--- src/rtl/sdram_ctrl_pkg.sv ---
package sdram_ctrl_pkg;

    typedef enum logic [2:0] {
        S_PWRUP, S_PREALL, S_AREF, S_LMR, S_IDLE, S_ACT, S_RW, S_NOP
    } ctrl_state_t;

    // {cs_n, ras_n, cas_n, we_n}
    typedef enum logic [3:0] {
        CMD_LMR   = 4'b0000,
        CMD_AREF  = 4'b0001,
        CMD_PRE   = 4'b0010,
        CMD_ACT   = 4'b0011,
        CMD_WRITE = 4'b0100,
        CMD_READ  = 4'b0101,
        CMD_NOP   = 4'b0111,
        CMD_DESEL = 4'b1111
    } sd_cmd_t;

endpackage

--- src/rtl/sdram_refresh_timer.sv ---
module sdram_refresh_timer #(
    parameter int unsigned INTERVAL = 3120
) (
    input  logic clk,
    input  logic rst_n,
    input  logic run,
    input  logic ref_done,
    output logic ref_due
);
    localparam int unsigned CW = $clog2(INTERVAL + 1);

    logic [CW-1:0] tick_cnt;

    always_ff @(posedge clk or negedge rst_n) begin
        if (!rst_n) begin
            tick_cnt <= '0;
            ref_due  <= 1'b0;
        end else begin
            if (ref_done) ref_due <= 1'b0;
            if (!run) begin
                tick_cnt <= '0;
            end else if (tick_cnt == CW'(INTERVAL - 1)) begin
                tick_cnt <= '0;
                ref_due  <= 1'b1;
            end else begin
                tick_cnt <= tick_cnt + 1'b1;
            end
        end
    end

    AST_DUE_HELD: assert property (@(posedge clk) disable iff (!rst_n)
        (ref_due && !ref_done) |=> ref_due);

endmodule

--- src/rtl/sdram_read_capture.sv ---
module sdram_read_capture #(
    parameter int unsigned CAS_LAT = 3,
    parameter int unsigned DW      = 16
) (
    input  logic          clk,
    input  logic          rst_n,
    input  logic          rd_issue,
    input  logic [DW-1:0] dq_in,
    output logic          rd_valid,
    output logic [DW-1:0] rd_data
);
    logic [CAS_LAT-1:0] lat_pipe;
    logic               take;

    generate
        if (CAS_LAT == 2) begin : g_cl2
            always_ff @(posedge clk or negedge rst_n) begin
                if (!rst_n) lat_pipe <= '0;
                else        lat_pipe <= {lat_pipe[0], rd_issue};
            end
        end else begin : g_cl3
            always_ff @(posedge clk or negedge rst_n) begin
                if (!rst_n) lat_pipe <= '0;
                else        lat_pipe <= {lat_pipe[CAS_LAT-2:0], rd_issue};
            end
        end
    endgenerate

    assign take = lat_pipe[CAS_LAT-1];

    always_ff @(posedge clk or negedge rst_n) begin
        if (!rst_n) begin
            rd_valid <= 1'b0;
            rd_data  <= '0;
        end else begin
            rd_valid <= take;
            if (take) rd_data <= dq_in;
        end
    end

    AST_RD_PULSE: assert property (@(posedge clk) disable iff (!rst_n)
        rd_valid |=> !rd_valid);
    AST_RD_AFTER_ISSUE: assert property (@(posedge clk) disable iff (!rst_n)
        rd_valid |-> $past(rd_issue, CAS_LAT + 1));

endmodule

--- src/rtl/sdram_cmd_ctrl.sv ---
module sdram_cmd_ctrl
    import sdram_ctrl_pkg::*;
#(
    parameter int unsigned CLK_KHZ = 200000,
    parameter int unsigned CAS_LAT = 3,
    parameter int unsigned T_RCD   = 3,
    parameter int unsigned T_RP    = 3,
    parameter int unsigned T_RC    = 9,
    parameter int unsigned T_MRD   = 2,
    parameter int unsigned ROW_W   = 11,
    parameter int unsigned COL_W   = 8,
    parameter int unsigned DW      = 16
) (
    input  logic                   clk,
    input  logic                   rst_n,
    input  logic                   req,
    input  logic                   req_we,
    input  logic [ROW_W+COL_W:0]   req_addr,
    input  logic [DW-1:0]          req_wdata,
    input  logic [DW/8-1:0]        req_be,
    output logic                   req_ack,
    output logic                   rd_valid,
    output logic [DW-1:0]          rd_data,
    output logic                   sd_cke,
    output logic                   sd_cs_n,
    output logic                   sd_ras_n,
    output logic                   sd_cas_n,
    output logic                   sd_we_n,
    output logic                   sd_ba,
    output logic [ROW_W-1:0]       sd_addr,
    output logic [DW/8-1:0]        sd_dqm,
    output logic [DW-1:0]          sd_dq_out,
    output logic                   sd_dq_oe,
    input  logic [DW-1:0]          sd_dq_in
);
    localparam int unsigned AW          = ROW_W + COL_W + 1;
    localparam int unsigned INIT_CYCLES = CLK_KHZ * 200 / 1000;
    localparam int unsigned REF_CYCLES  = CLK_KHZ * 156 / 10000;
    localparam int unsigned GAP_ROW     = T_RC - T_RCD;
    localparam int unsigned GAP_PRE     = T_RP + 2;
    localparam int unsigned GAP_DATA    = CAS_LAT + 2;
    localparam int unsigned GAP_1       = (GAP_ROW > GAP_PRE) ? GAP_ROW : GAP_PRE;
    localparam int unsigned RW_GAP      = (GAP_1 > GAP_DATA) ? GAP_1 : GAP_DATA;
    localparam int unsigned WAIT_MAX    = T_RC + T_RP + T_RCD + T_MRD + RW_GAP;
    localparam int unsigned WCW         = $clog2(WAIT_MAX + 1);
    localparam int unsigned ICW         = $clog2(INIT_CYCLES + 1);

    ctrl_state_t        state, after;
    sd_cmd_t            cmd;
    logic [WCW-1:0]     wait_cnt;
    logic [ICW-1:0]     init_cnt;
    logic               boot_ref, init_done, cke_q;
    logic               lat_we, lat_bank;
    logic [ROW_W-1:0]   lat_row;
    logic [COL_W-1:0]   lat_col;
    logic [DW-1:0]      lat_wdata;
    logic [DW/8-1:0]    lat_be;
    logic               ref_due, ref_done, rd_issue;

    // state register and sequencing
    always_ff @(posedge clk or negedge rst_n) begin
        if (!rst_n) begin
            state     <= S_PWRUP;
            after     <= S_IDLE;
            wait_cnt  <= '0;
            init_cnt  <= '0;
            boot_ref  <= 1'b0;
            init_done <= 1'b0;
            cke_q     <= 1'b0;
            lat_we    <= 1'b0;
            lat_bank  <= 1'b0;
            lat_row   <= '0;
            lat_col   <= '0;
            lat_wdata <= '0;
            lat_be    <= '0;
        end else begin
            cke_q <= 1'b1;
            unique case (state)
                S_PWRUP: begin
                    if (init_cnt == ICW'(INIT_CYCLES - 1)) state <= S_PREALL;
                    else init_cnt <= init_cnt + 1'b1;
                end
                S_PREALL: begin
                    wait_cnt <= WCW'(T_RP - 1);
                    after    <= S_AREF;
                    boot_ref <= 1'b1;
                    state    <= S_NOP;
                end
                S_AREF: begin
                    wait_cnt <= WCW'(T_RC - 1);
                    state    <= S_NOP;
                    if (init_done) begin
                        after <= S_IDLE;
                    end else if (boot_ref) begin
                        boot_ref <= 1'b0;
                        after    <= S_AREF;
                    end else begin
                        after <= S_LMR;
                    end
                end
                S_LMR: begin
                    wait_cnt  <= WCW'(T_MRD - 1);
                    after     <= S_IDLE;
                    init_done <= 1'b1;
                    state     <= S_NOP;
                end
                S_IDLE: begin
                    if (ref_due) begin
                        state <= S_AREF;
                    end else if (req) begin
                        lat_we    <= req_we;
                        lat_bank  <= req_addr[AW-1];
                        lat_row   <= req_addr[AW-2:COL_W];
                        lat_col   <= req_addr[COL_W-1:0];
                        lat_wdata <= req_wdata;
                        lat_be    <= req_be;
                        state     <= S_ACT;
                    end
                end
                S_ACT: begin
                    wait_cnt <= WCW'(T_RCD - 1);
                    after    <= S_RW;
                    state    <= S_NOP;
                end
                S_RW: begin
                    wait_cnt <= WCW'(RW_GAP - 1);
                    after    <= S_IDLE;
                    state    <= S_NOP;
                end
                S_NOP: begin
                    if (wait_cnt <= WCW'(1)) state <= after;
                    if (wait_cnt != '0) wait_cnt <= wait_cnt - 1'b1;
                end
            endcase
        end
    end

    // memory-side outputs decoded from the state
    always_comb begin
        cmd       = CMD_NOP;
        sd_ba     = 1'b0;
        sd_addr   = '0;
        sd_dqm    = '0;
        sd_dq_oe  = 1'b0;
        sd_dq_out = lat_wdata;
        unique case (state)
            S_PWRUP: begin
                cmd    = CMD_DESEL;
                sd_dqm = '1;
            end
            S_PREALL: begin
                cmd              = CMD_PRE;
                sd_addr[ROW_W-1] = 1'b1;
            end
            S_AREF: cmd = CMD_AREF;
            S_LMR: begin
                cmd          = CMD_LMR;
                sd_addr[6:4] = 3'(CAS_LAT);
            end
            S_ACT: begin
                cmd     = CMD_ACT;
                sd_ba   = lat_bank;
                sd_addr = lat_row;
            end
            S_RW: begin
                cmd                  = lat_we ? CMD_WRITE : CMD_READ;
                sd_ba                = lat_bank;
                sd_addr[COL_W-1:0]   = lat_col;
                sd_addr[ROW_W-1]     = 1'b1;
                if (lat_we) begin
                    sd_dqm   = ~lat_be;
                    sd_dq_oe = 1'b1;
                end
            end
            S_IDLE, S_NOP: ;
        endcase
    end

    assign {sd_cs_n, sd_ras_n, sd_cas_n, sd_we_n} = cmd;
    assign sd_cke   = cke_q;
    assign req_ack  = (state == S_ACT);
    assign rd_issue = (state == S_RW) && !lat_we;
    assign ref_done = (state == S_AREF) && init_done;

    sdram_refresh_timer #(.INTERVAL(REF_CYCLES)) u_ref_timer (
        .clk      (clk),
        .rst_n    (rst_n),
        .run      (init_done),
        .ref_done (ref_done),
        .ref_due  (ref_due)
    );

    sdram_read_capture #(.CAS_LAT(CAS_LAT), .DW(DW)) u_rd_cap (
        .clk      (clk),
        .rst_n    (rst_n),
        .rd_issue (rd_issue),
        .dq_in    (sd_dq_in),
        .rd_valid (rd_valid),
        .rd_data  (rd_data)
    );

    AST_CKE_LEAD: assert property (@(posedge clk) disable iff (!rst_n)
        (cmd != CMD_NOP && cmd != CMD_DESEL) |-> $past(sd_cke));
    AST_REF_PRIORITY: assert property (@(posedge clk) disable iff (!rst_n)
        (state == S_IDLE && ref_due) |=> (state == S_AREF));
    AST_ACK_PULSE: assert property (@(posedge clk) disable iff (!rst_n)
        req_ack |=> !req_ack);
    AST_NO_ACK_BOOT: assert property (@(posedge clk) disable iff (!rst_n)
        !init_done |-> !req_ack);

endmodule

--- config.mk ---
export PLATFORM = sky130hd
export DESIGN_NAME = sdram_cmd_ctrl
export DESIGN_NICKNAME = d
export VERILOG_FILES = /design/src/rtl/sdram_ctrl_pkg.sv /design/src/rtl/sdram_refresh_timer.sv /design/src/rtl/sdram_read_capture.sv /design/src/rtl/sdram_cmd_ctrl.sv
export SDC_FILE = /design/constraint.sdc
export NUM_CORES = 1
export LEC_CHECK = 0
export BUFFER_PORTS_ARGS = -buffer_cell sky130_fd_sc_hd__buf_2
export CORE_MARGIN = 8
export CORE_UTILIZATION = 55
export CTS_BUF_LIST = sky130_fd_sc_hd__clkbuf_4 sky130_fd_sc_hd__clkbuf_8
export DETAILED_ROUTE_END_ITERATION = 10
export GPL_TIMING_DRIVEN = 0
export PLACE_DENSITY = 0.93
export SYNTH_ARGS = -nofsm -noshare
export SYNTH_HDL_FRONTEND = slang
export SYNTH_SLANG_ARGS = --single-unit
--- constraint.sdc ---
create_clock -name clk -period 2.1 [get_ports clk]
set_clock_uncertainty 0.2 [all_clocks]
set_input_delay 0.21 -clock clk [delete_from_list [all_inputs] [get_ports clk]]
set_output_delay 0.21 -clock clk [all_outputs]
set_load 0.005 [all_outputs]
Word-level counts from Yosys, hierarchy flattened
Index checks and enable logic that the tools add are counted.
W data, S select, Z words.
{ "totals": {"regBits": 102, "in_bits": 58, "elab_cells": 86} }
{ "op_classes": {"addsub": 3, "n_lt_le_gt_ge": 1, "n_eq_ne": 14, "mux": 29, "n_bitwise": 3, "reduce_logical": 18} }
{ "ops": {"columns": ["operator", "count"], "rows": [
  ["$pmux W5 S5", 1],
  ["$mux W12", 2],
  ["$pmux W3 S4", 2],
  ["$pmux W4 S6", 1],
  ["$add A16 B1 Y16 const B", 1],
  ["$eq A16 B16 Y1 const B", 1],
  ["$mux W3", 5],
  ["$add A12 B1 Y12 const B", 1],
  ["$eq A12 B12 Y1 const B", 1],
  ["$eq A3 B3 Y1 const B", 4],
  ["$reduce_bool A5 Y1", 2],
  ["$mux W1", 9],
  ["$pmux W3 S3", 1],
  ["$ne A2 B2 Y1 const B", 4],
  ["$pmux W4 S2", 1],
  ["$reduce_or A2 Y1", 4],
  ["$eq A3 B2 Y1 const B", 2],
  ["$pmux W1 S2", 3],
  ["$reduce_and A2 Y1", 3],
  ["$reduce_and A3 Y1", 2],
  ["$le A5 B1 Y1 const B", 1],
  ["$mux W5", 1],
  ["$reduce_or A5 Y1", 1],
  ["$sub A5 B1 Y5 const B", 1],
  ["other kinds (11)", 14]
]} }

Depth between registers and ports, before layout
{ "logic_depth": {"word_depth": 5, "mapped_depth": 7} }

By module
Synthesis repeated with hierarchy kept, for this count alone.
{ "hier_totals": {"hier_cells": 370, "hier_area_um2": 4621.9} }
{ "by_module_without_submodules": {"columns": ["mod", "instances", "cells_each", "area_per_inst_um2"], "rows": [
  ["sdram_cmd_ctrl", 1, 272, 3240.6],
  ["sdram_read_capture", 1, 38, 749.5],
  ["sdram_refresh_timer", 1, 60, 631.9]
]} }

Worst setup path after synthesis
No wires, ideal clock.
{ "synth_timing": {"path_kind": "reg2reg", "start": "register u_ref_timer.tick_cnt[0]", "end": "register u_ref_timer.tick_cnt[10]", "t_arrival_ns": 1.421, "t_required_ns": 1.781, "path_slack_ns": 0.361, "path_stages_with_launch": 7, "n_path_buf": 1, "path_cell_list": "dfrtp_1 -> ha_1 -> and4_4 -> nand4_1 -> o41ai_2 -> buf_4 -> nor2_1"} }
{ "synth_between": {"elab_chain_cells": 3, "elab_cells_between_ends": 4, "classes_between": "1 x add/sub; 1 x eq/ne; 2 x mux"} }
{ "synth_lines": {"columns": ["element", "line_no", "source"], "rows": [
  ["from (decl)", "sdram_refresh_timer.sv:12", "logic [CW-1:0] tick_cnt;"],
  ["from (signal assigned)", "sdram_refresh_timer.sv:26", "tick_cnt <= tick_cnt + 1'b1;"],
  ["$add A12 B1 Y12 / $eq A12 B12 Y1 (equally long branches)", "sdram_refresh_timer.sv:26, sdram_refresh_timer.sv:22", null],
  ["$mux W12 (*)", "sdram_refresh_timer.sv:22", "end else if (tick_cnt == CW'(INTERVAL - 1)) begin"],
  ["$mux W12 (*)", "sdram_refresh_timer.sv:20", "if (!run) begin"]
]} }
Mark *: on every way between the ends. The rest lies on a longest branch, timed or not.
A chain may end at the register's enable or synchronous reset.

Final worst setup path
{ "layout_timing": {"start": "register state[0]", "end": "output port sd_addr[1]"} }
{ "layout_between": {"elab_chain_cells": 2, "elab_cells_between_ends": 3, "classes_between": "2 x eq/ne; 1 x mux"} }
{ "layout_lines": {"columns": ["element", "line_no", "source"], "rows": [
  ["from (decl)", "sdram_cmd_ctrl.sv:48", "ctrl_state_t state, after;"],
  ["from (signal assigned)", "sdram_cmd_ctrl.sv:131", "if (wait_cnt <= WCW'(1)) state <= after;"],
  ["$eq A3 B3 Y1", "sdram_cmd_ctrl.sv:146", "unique case (state)"],
  ["$pmux W4 S2 (*)", "sdram_cmd_ctrl.sv:146", null],
  ["to (decl)", "sdram_cmd_ctrl.sv:30", "output logic [ROW_W-1:0] sd_addr,"]
]} }
Marks and branches as above.

==> results_dict.tcl <==
set metrics [dict create \
    async_flop_share_pct 100 \
    ant_nets 0 \
    p_comb_share_pct 5.4 \
    nets 625 \
    io_buffers 111 \
    period_needed_ns 2.15 \
    cts_tree "done" \
    cts_htree_levels 3 \
    finalMaxSlewViolations 0 \
    multi_input_area_um2 1950 \
    vdd_drop_max_mv 0.486 \
    final_common_cell "buf_2" \
    rsz0062_at_grt "yes" \
    setup_viol 5 \
    cp.arrival_ns 1.74 \
    relSlewSlack_pct 54.2 \
    critical_path.startpoint_type "register" \
    path_clk_slew_ns 0.09 \
    syn2layout_area_growth_pct 35.1 \
    fill_cells 485 \
    switching_share_pct 21.1 \
    finalPower_mw 3.52 \
    status "complete, but fails checks" \
    drive_gt1_share_pct 39.9 \
    timing.final.crit_share_pct 102 \
    syn-num-nets 439 \
    synth-seq-cells 102 \
    drv_cap 0 \
    p_leak_nw 3.22 \
    synth_cell_type_count 55 \
    row_count 33 \
    seqCellArea_um2 2550 \
    pwr-share-clk_pct 38.8 \
    min_path_type "reg2reg" \
    hold_viol_final 0 \
    coreArea_um2 8180 \
    vias_per_cell 5.55 \
    crit_chain "buf_6, and2b_2, buf_8, a22oi_1, nor2_1, buf_2" \
    diodes 0 \
    violations "negative setup slack" \
    grt_overflow 0 \
    worst_setup_path_end_kind "primary output" \
    grt_pass1_wl_mm 20.2 \
    intPower_mw 2.78 \
    die_h_um 108 \
    num_io_pins 112 \
    cts_inserted_buffers 9 \
    layout_common_cells "buf_2, dfrtp_1, dlygate4sd3_1" \
    grt_max_degree 53 \
    path_max_fanout 10 \
    seq_area_frac_synth_pct 55.4 \
    fp.dieArea_um2 11600 \
    die_width_um 108 \
    clock_sinks 102 \
    final_cell_area_um2 6230 \
    synth-edff-count 0 \
    fin_ws_ns -0.0503 \
    power.switching_mw 0.740 \
    start_util_pct 56.4 \
    pwr-share-seq_pct 55.8 \
    final_util_pct 76.2 \
    antenna_found_initial 0 \
    drcViolationCount 0 \
    yosysWarnings 0 \
    wl_per_cell_um 19.1 \
    slowest_delay_ns 0.43 \
    dpl.hpwl_mm 7.57 \
    gp_congestion 0.833 \
    grt_use_total_pct 21.9 \
    cts-root-buf "clkbuf_8" \
    slowest_stage "dfrtp_2" \
    cts_max_path_buffers 2 \
    worst_pin_slew_ns 0.687 \
    power_density_nw_per_um2 564 \
    drtIter0Drc 237 \
    netlist_instances 376 \
    place_area_um2 5330 \
    worstSkewPairLatency_ns 0.36 \
    required_ns 1.69 \
    vias 3726 \
    fmax_mhz 465 \
    synth-main-ff-cell "dfrtp_1" \
    synth_area_per_cell_um2 12.3 \
    wl_mm 12.8 \
    grt_pass1_vias 4019 \
    dr.pass1.iters 5 \
    path_class "reg2out" \
    syn_area_um2 4610 \
]
[cell families after synthesis]
logic type / Yosys count / synth area share, %
other: 1 / 0.0813
buffers and inverters: 26 / 2.98
AND/OR/NAND/NOR: 115 / 14.1
multiplexers: 58 / 14.9
XOR/XNOR: 23 / 4.37
flip-flops: 102 / 55.4
AO/OA/AOI/OAI: 46 / 6.76
adder cells (fa/ha/maj): 5 / 1.36
[final timing paths]
kind	startpoint	end	slack, ns	cells past startpoint
worst max register to register	state[1]	lat_row[10]	0.13	7
min in group asynchronous	rst_n	lat_be[0]	0.23	2
worst max-delay path	state[0]	sd_addr[1]	-0.05	6
max in group asynchronous	rst_n	after[0]	0.79	3
worst min-delay path	u_rd_cap.lat_pipe[1]	u_rd_cap.lat_pipe[2]	0.16	0
worst min register to register	u_rd_cap.lat_pipe[1]	u_rd_cap.lat_pipe[2]	0.16	0
[state kept, by name, summed over array words and instances, names as in the netlist, 2 cells and up]
signal and count:
lat_col 8, u_ref_timer.tick_cnt 12, after 3, u_rd_cap.lat_pipe 3
sd_dq_out 16, lat_row 11, lat_be 2, init_cnt 16
state 3, wait_cnt 5, u_rd_cap.rd_data 16
[synthesized netlist by cell type, types with 2 or more instances]
master | instances | area [um^2]
a21oi_1 | 8 | 40.0
a22o_1 | 3 | 26.3
a22oi_1 | 8 | 60.1
a31oi_1 | 2 | 12.5
and2_1 | 6 | 37.5
and3_1 | 11 | 68.8
and4_1 | 2 | 17.5
buf_2 | 7 | 35.0
buf_4 | 2 | 15.0
buf_6 | 3 | 33.8
clkbuf_1 | 5 | 18.8
dfrtp_1 | 101 | 2530
ha_1 | 5 | 62.6
inv_1 | 7 | 26.3
mux2_2 | 47 | 529
mux2_4 | 10 | 150
nand2_1 | 19 | 71.3
nand3_1 | 9 | 45.0
nand4_1 | 11 | 68.8
nor2_1 | 33 | 124
nor2b_1 | 4 | 25.0
nor3_1 | 5 | 25.0
nor4_1 | 3 | 18.8
o211ai_1 | 2 | 15.0
o21ai_0 | 12 | 60.1
xnor2_1 | 13 | 114
xor2_1 | 10 | 87.6
[power groups by stage]
| stage | registers [mW] | clock network, mW | logic (mW) |
|---|---|---|---|
| floorplan | 2.00 | 0 | 0.00278 |
| global placement | 2.00 | 0 | 0.0906 |
| detailed placement | 2.00 | 0 | 0.101 |
| CTS | 1.96 | 1.36 | 0.182 |
| global route | 1.96 | 1.45 | 0.206 |
| finish | 1.96 | 1.36 | 0.189 |
[worst max-delay path, delay by kind of cell, from the launching register on]
family / cells / cell delay (ns)
DFF: 1 / 0.43
buffers and inverters: 3 / 0.43
AOI/OAI and AO/OA: 1 / 0.21
and+or+nand+nor: 2 / 0.31
[routing by layer]
layer  wire length [um]  track usage [%]  share of wire (%)  vias up
met5                  0                0                  0        -
met3                886             5.69                6.9       43
met4                446             11.4                3.5        0
li1                   -                -                  -     1702
met1               4800             24.2                 37     1823
met2               6710             38.0                 52      158
[metrics by stage]
| stage | hold slack, ns | instances | TNS [ns] | setup slack (ns) |
|---|---|---|---|---|
| floorplan | -0.286 | 376 | 0 | 0.361 |
| global placement | 0.138 | 592 | -37.44 | -0.376 |
| detailed placement | 0.0893 | 593 | -0.0486 | -0.0285 |
| CTS | 0.166 | 665 | -0.0103 | -0.0103 |
| global route | 0.167 | 671 | -0.543 | -0.110 |
| finish | 0.160 | 671 | -0.101 | -0.0503 |
[area by class of cell]
class | instances | share of cell area [%]
buffer | 18 | 2.25
clock buffer | 10 | 2.21
clock inverter | 5 | 1.35
inverter | 8 | 0.482
multi-input combinational | 248 | 31.3
sequential | 102 | 41.0
tap | 105 | 2.11
timing repair buffer | 175 | 19.3
[timing repair]
| action | in CTS | in global routing |
|---|---|---|
| pin swaps | 0 | 5 |
| setup endpoints to repair | 17 | 13 |
| hold buffers | 56 | 0 |
| hold endpoints to repair | 105 | 0 |
| resized for setup | 17 | 14 |
| buffers inserted | 1 | 6 |
Power figures use the tool's default switching activity.
